## config.mk

```make
export PLATFORM = sky130hd
export DESIGN_NAME = nmi_gate_ctrl
export DESIGN_NICKNAME = d
export VERILOG_FILES = /design/src/rtl/nmi_gate_pkg.sv /design/src/rtl/nmi_sync_edge.sv /design/src/rtl/nmi_ctrl_reg.sv /design/src/rtl/nmi_req_gate.sv /design/src/rtl/nmi_gate_ctrl.sv
export SDC_FILE = /design/constraint.sdc
export NUM_CORES = 1
export LEC_CHECK = 0
export BUFFER_PORTS_ARGS = -buffer_cell sky130_fd_sc_hd__buf_2
export CORE_AREA = 2 2 39 41
export DETAILED_ROUTE_END_ITERATION = 7
export DIE_AREA = 0 0 41 43
export PLACE_DENSITY_LB_ADDON = 0.2
export SLEW_MARGIN = 20
export SYNTH_ARGS = -nofsm -noshare
export SYNTH_HDL_FRONTEND = slang
export SYNTH_SLANG_ARGS = --single-unit
```

## constraint.sdc

```tcl
create_clock -name clk -period 1.79 [get_ports clk]
set_input_delay 0.358 -clock clk [delete_from_list [all_inputs] [get_ports clk]]
set_output_delay 0.358 -clock clk [all_outputs]
set_load 0.01 [all_outputs]
```

## src/rtl/nmi_gate_pkg.sv

```systemverilog
package nmi_gate_pkg;
   localparam int REG_W      = 16;
   localparam int BIT_LEVEL  = 15;
   localparam int BIT_LOWMSK = 14;
   localparam int BIT_BYPASS = 9;
   localparam int BIT_RISE   = 8;
   localparam int BIT_SPARE  = 7;

   typedef struct packed {
      logic low_mask;
      logic bypass;
      logic rise_sel;
      logic spare;
   } nmi_ctrl_t;
endpackage

```

## src/rtl/nmi_sync_edge.sv

```systemverilog
module nmi_sync_edge #(
   parameter int   STAGES   = 2,
   parameter logic IDLE_LVL = 1'b1
) (
   input  logic clk,
   input  logic rst_n,
   input  logic pin_async,
   input  logic rise_sel,
   output logic lvl,
   output logic edge_hit
);
   localparam int CHAIN_N = STAGES + 1;

   logic [CHAIN_N-1:0] chain;

   for (genvar s = 0; s < CHAIN_N; s++) begin : g_stage
      logic d_in;
      if (s == 0) begin : g_head
         assign d_in = pin_async;
      end else begin : g_tail
         assign d_in = chain[s-1];
      end
      always_ff @(posedge clk or negedge rst_n) begin
         if (!rst_n) chain[s] <= IDLE_LVL;
         else        chain[s] <= d_in;
      end
   end

   logic prev;
   assign lvl  = chain[STAGES-1];
   assign prev = chain[STAGES];

   always_comb begin
      if (rise_sel) edge_hit = lvl & ~prev;
      else          edge_hit = ~lvl & prev;
   end
endmodule

```

## src/rtl/nmi_ctrl_reg.sv

```systemverilog
module nmi_ctrl_reg
   import nmi_gate_pkg::*;
(
   input  logic             clk,
   input  logic             rst_n,
   input  logic             we,
   input  logic [REG_W-1:0] wdata,
   input  logic             ack,
   input  logic             lvl,
   output nmi_ctrl_t        ctrl,
   output logic [REG_W-1:0] rdata
);
   always_ff @(posedge clk or negedge rst_n) begin
      if (!rst_n) begin
         ctrl <= '0;
      end else begin
         if (we) begin
            ctrl.low_mask <= wdata[BIT_LOWMSK];
            ctrl.rise_sel <= wdata[BIT_RISE];
            ctrl.spare    <= wdata[BIT_SPARE];
            ctrl.bypass   <= wdata[BIT_BYPASS];
         end
         if (ack) ctrl.bypass <= 1'b0;
      end
   end

   always_comb begin
      rdata             = '0;
      rdata[BIT_LEVEL]  = lvl;
      rdata[BIT_LOWMSK] = ctrl.low_mask;
      rdata[BIT_BYPASS] = ctrl.bypass;
      rdata[BIT_RISE]   = ctrl.rise_sel;
      rdata[BIT_SPARE]  = ctrl.spare;
   end
endmodule

```

## src/rtl/nmi_req_gate.sv

```systemverilog
module nmi_req_gate (
   input  logic clk,
   input  logic rst_n,
   input  logic edge_hit,
   input  logic ack,
   input  logic cpu_bl,
   input  logic bypass,
   input  logic lvl,
   input  logic low_mask,
   input  logic standby,
   input  logic irq_any,
   output logic nmi_req,
   output logic int_mask,
   output logic wake_ok
);
   logic held;

   always_ff @(posedge clk or negedge rst_n) begin
      if (!rst_n) held <= 1'b0;
      else        held <= (held & ~ack) | edge_hit;
   end

   assign nmi_req  = held & (~cpu_bl | bypass);
   assign int_mask = ~lvl & (low_mask | standby);
   assign wake_ok  = standby & lvl & (nmi_req | irq_any);
endmodule

```

## src/rtl/nmi_gate_ctrl.sv

```systemverilog
module nmi_gate_ctrl
   import nmi_gate_pkg::*;
#(
   parameter int   SYNC_STAGES = 2,
   parameter logic PIN_IDLE    = 1'b1
) (
   input  logic             clk,
   input  logic             rst_n,
   input  logic             nmi_pin,
   input  logic             reg_we,
   input  logic [REG_W-1:0] reg_wdata,
   output logic [REG_W-1:0] reg_rdata,
   input  logic             cpu_bl,
   input  logic             nmi_ack,
   input  logic             standby,
   input  logic             irq_any,
   output logic             nmi_req,
   output logic             int_mask,
   output logic             wake_ok
);
   if (SYNC_STAGES < 2) begin : g_bad_stages
      $error("nmi_gate_ctrl: SYNC_STAGES must be at least 2");
   end
   if (REG_W != 16) begin : g_bad_width
      $error("nmi_gate_ctrl: control register must be 16 bits");
   end

   nmi_ctrl_t ctrl;
   logic      lvl;
   logic      edge_hit;

   nmi_sync_edge #(.STAGES(SYNC_STAGES), .IDLE_LVL(PIN_IDLE)) i_sync (
      .clk(clk), .rst_n(rst_n), .pin_async(nmi_pin), .rise_sel(ctrl.rise_sel),
      .lvl(lvl), .edge_hit(edge_hit)
   );

   nmi_ctrl_reg i_reg (
      .clk(clk), .rst_n(rst_n), .we(reg_we), .wdata(reg_wdata), .ack(nmi_ack),
      .lvl(lvl), .ctrl(ctrl), .rdata(reg_rdata)
   );

   nmi_req_gate i_gate (
      .clk(clk), .rst_n(rst_n), .edge_hit(edge_hit), .ack(nmi_ack),
      .cpu_bl(cpu_bl), .bypass(ctrl.bypass), .lvl(lvl), .low_mask(ctrl.low_mask),
      .standby(standby), .irq_any(irq_any), .nmi_req(nmi_req),
      .int_mask(int_mask), .wake_ok(wake_ok)
   );
endmodule

```

Yosys cells after proc, flatten, opt, wreduce, memory -nomap -nowiden
Index checks and enable logic that the tools add are counted.

Bits in registers: 8. Input port bits: 24. Output and inout port bits: 19. Word-level logic and storage cells: 27.

Muxes and demuxes: 3. Bitwise logic cells: 15. Reductions and logical operators: 1.

Operators with widths (count): 1-bit bitwise AND (7); 1-bit inverter (4); 1-bit OR (4); 3-bit 2-to-1 mux (1); 1-bit 2-to-1 mux (2); 2-bit nonzero test (1).

Logic depth before layout (Yosys ltp)
Word-level depth: 5. Depth in mapped cells: 3.

By module
From an unflattened synthesis, not the netlist that was laid out.

Cell total of the unflattened synthesis: 42. Area total of the unflattened synthesis: 457.9 um^2.

Modules (own cells, without submodules): nmi_ctrl_reg (times used 1, cells each 26, area each 271.5 um^2, sequential area each 100.1 um^2); nmi_sync_edge (times used 1, cells each 6, area each 101.3 um^2, sequential area each 78.8 um^2); nmi_req_gate (times used 1, cells each 10, area each 85.1 um^2, sequential area each 25.0 um^2).

Worst setup path before layout
Ideal clock, no wire load.

Path kind: reg-to-output. Start point: register, netlist name i_reg.ctrl[2]. End point: output port wake_ok. Arrival: 0.765 ns. Required time: 1.432 ns. Setup slack: 0.667 ns. Cell stages (with the launch flop): 4. Buffers on the path: 0. Path through: dfrtp_1 > inv_1 > a21oi_2 > o211a_1.

Cells in the longest elaborated chain, start to end: 4.

RTL lines: 1-bit OR (RTL line nmi_req_gate.sv:23) `assign nmi_req = held & (~cpu_bl | bypass);`; 1-bit bitwise AND (RTL line nmi_req_gate.sv:23); via nmi_req (RTL line nmi_gate_ctrl.sv:17) `output logic nmi_req,`; 1-bit OR (RTL line nmi_req_gate.sv:25) `assign wake_ok = standby & lvl & (nmi_req | irq_any);`; 1-bit bitwise AND (RTL line nmi_req_gate.sv:25); end, declared (RTL line nmi_gate_ctrl.sv:19) `output logic wake_ok`.

The timed path passes the listed nets, and every way through them passes these cells.

Worst setup path in the final report
Start point: register, netlist name i_reg.ctrl[2]. End point: output port wake_ok.

Cells in the longest elaborated chain, start to end: 4.

RTL lines (RTL line): 1-bit OR (nmi_req_gate.sv:23); 1-bit bitwise AND (nmi_req_gate.sv:23); 1-bit OR (nmi_req_gate.sv:25); 1-bit bitwise AND (nmi_req_gate.sv:25).

No other way between the ends.

==> results_dict.tcl <==
set metrics [dict create \
    status "finished, final reports clean" \
    worstPathRequired_ns 1.43 \
    drtIter0Drc 0 \
    rows 14 \
    antenna_found_initial 0 \
    hold_class "in2reg" \
    synthCells 39 \
    grt_pass1_vias 250 \
    maxCapViolations 0 \
    grt_max_degree 9 \
    dieArea_um2 1760 \
    fp.dieW_um 41 \
    swShare 0.254 \
    r2r_cells 3 \
    p_int_mw 0.316 \
    numPlacedInstances 69 \
    gp_congestion 0.719 \
    drive_above_1_share 0.500 \
    grt_usage 0.0773 \
    fmax_mhz 692 \
    grt_first_pass_wirelength_um 883 \
    ys_seq_area_frac 0.484 \
    drc 0 \
    crit_arrival_ns 1.09 \
    totalWireLength_um 653 \
    r2r_start "i_sync.lvl" \
    critPathLaunchType "flop" \
    worst_r2r_endpoint "i_gate.held" \
    drv_slew 0 \
    yosys.area.top_type "dfrtp_1" \
    switchingPower_mw 0.108 \
    cts_made_buffers 3 \
    yosysMostFrequentCell "buf_4" \
    worstHoldStart "nmi_pin" \
    synthFlopType "dfrtp_1" \
    cts_tree "built" \
    synth_area_leaders "dfrtp_1, buf_4, dfstp_2, mux2_2, nor2_1" \
    dr.pass1.iters 1 \
    fillers 163 \
    fp.coreArea_um2 1380 \
    finalCritPeriodShare 0.808 \
    p_per_area_nw_per_um2 851 \
    cts_root_buffer "clkbuf_4" \
    htree_levels 1 \
    fin_tns_setup_ns 0 \
    setup_violations 0 \
    holdPathStages 1 \
    nNetsFinal 83 \
    min_to "i_sync.g_stage[1].d_in" \
    dpl_worst_slack_ns 0.572 \
    yosysUniqueCellTypes 12 \
    diodes 0 \
    worstPathMaxFanout 3 \
    final_antenna_net_count 0 \
    crit_start "i_reg.ctrl[2]" \
    p_leak_nw 0.275 \
    ys_warn_count 0 \
    clock_sink_count 8 \
    ios 43 \
    clockBufferDepth 2 \
    path_clk_slew_ns 0.06 \
    seq_power_share 0.489 \
    p_comb_frac 0.171 \
    vias 285 \
    rrSetupSlack_ns 0.88 \
    cp-end-kind "output port" \
    via_per_inst 3.85 \
    fin_ws_ns 0.344 \
    synth_area_um2 422 \
    wl_per_cell_um 8.82 \
    fin_crit_ns 1.45 \
    stdcell_count 74 \
    hold_violations 0 \
    synth_edf_count 0 \
    area_growth_pct 18.1 \
    clkLatencyLatePin_ns 0.25 \
    rsz0062_at_grt "no" \
    syn_area_per_cell_um2 10.8 \
    io_buffers 19 \
    irDropWorstVdd_v 0.000369 \
    synth_top_cell_area_share 0.297 \
    ys_ff_latch 8 \
    worstSetupPathType "reg2out" \
    synth_common_cells "buf_4, dfrtp_1, nor2_1, dfstp_2, mux2_2" \
    grt_overflow 0 \
    die_y_um 43 \
    pwr-share-clk 0.340 \
    post-route-util 0.360 \
    clock_skew_ns 0.00815 \
    start_util 0.305 \
    synth-async-reset-ratio 1.00 \
]
routing by layer:
| metal | routed length (um) | GRT usage |
|---|---|---|
| met1 | 236 | 0.0839 |
| met2 | 327 | 0.122 |
| met3 | 89 | 0.0157 |
| met4 | 0 | 0.0600 |
| met5 | 0 | 0 |
through the flow:
| step | hold WS [ns] | cell area [um^2] | total power [mW] |
|---|---|---|---|
| floorplan | 0.0624 | 459 | 0.275 |
| global placement | 0.207 | 462 | 0.281 |
| detailed placement | 0.212 | 462 | 0.283 |
| CTS | 0.196 | 498 | 0.439 |
| global route | 0.193 | 498 | 0.456 |
| finish | 0.212 | 498 | 0.424 |
worst max-delay path, stage by stage (launching register included):
cell	delay, ns
dfrtp_1	0.39
inv_1	0.07
a21oi_2	0.05
o211a_1	0.19
buf_2	0.13
layout by cell type, fill, tap and decap left out:
cell type / count
buf_2: 19
conb_1: 11
dfrtp_1: 5
nor2_1: 4
mux2_2: 3
clkbuf_4: 3
dfstp_2: 3
inv_1: 2
nand2_1: 2
a21oi_2: 1
o211a_1: 1
o221ai_1: 1
mux2i_1: 1
clkbuf_1: 1
dlygate4sd3_1: 1
what timing repair did:
item / in CTS / in global routing
hold buffers: 1 / 0
setup buffers: 0 / 0
hold endpoints to repair: 5 / 0
resized for setup: 0 / 0
endpoints found under the setup margin: 0 / 0
power groups by stage:
stage	clock network, mW	logic (mW)	registers [mW]
2_1_floorplan	0	0.0652	0.210
3_3_place_gp	0	0.0713	0.210
3_5_place_dp	0	0.0716	0.211
4_1_cts	0.158	0.0734	0.208
5_1_grt	0.164	0.0825	0.209
6_report	0.144	0.0723	0.207
cells by family (layout without fill, tap and decap cells):
logic type             count (synthesis)  after routing  share of synthesized area
buffers and inverters                 17             26                      0.285
multiplexers                           4              4                      0.104
other                                  1             11                    0.00889
flip-flops                             8              8                      0.484
AND/OR/NAND/NOR                        6              6                     0.0534
AO/OA/AOI/OAI                          3              3                     0.0653
state kept, by name, summed over array words and instances, names as in the netlist:
| signal | flops |
|---|---|
| i_gate.held | 1 |
| i_reg.ctrl | 4 |
| i_sync.g_stage.d_in | 1 |
| i_sync.lvl | 1 |
| i_sync.prev | 1 |
worst max-delay path by stage:
stage	to	slack, ns	cells past startpoint
global route	wake_ok	0.28	4
floorplan	wake_ok	0.67	3
CTS	wake_ok	0.32	2
global placement	wake_ok	0.57	4
finish	wake_ok	0.34	4
detailed placement	wake_ok	0.57	4
area by class of cell:
class                   instances  area, um^2  area share
multi-input cells              24         135       0.271
well taps                      16        20.0      0.0402
inverters                       2        7.51      0.0151
repair buffers                 20         105       0.211
flip-flops and latches          8         204       0.410
clock buffers                   4        26.3      0.0528
(Power assumes the default switching activity.)
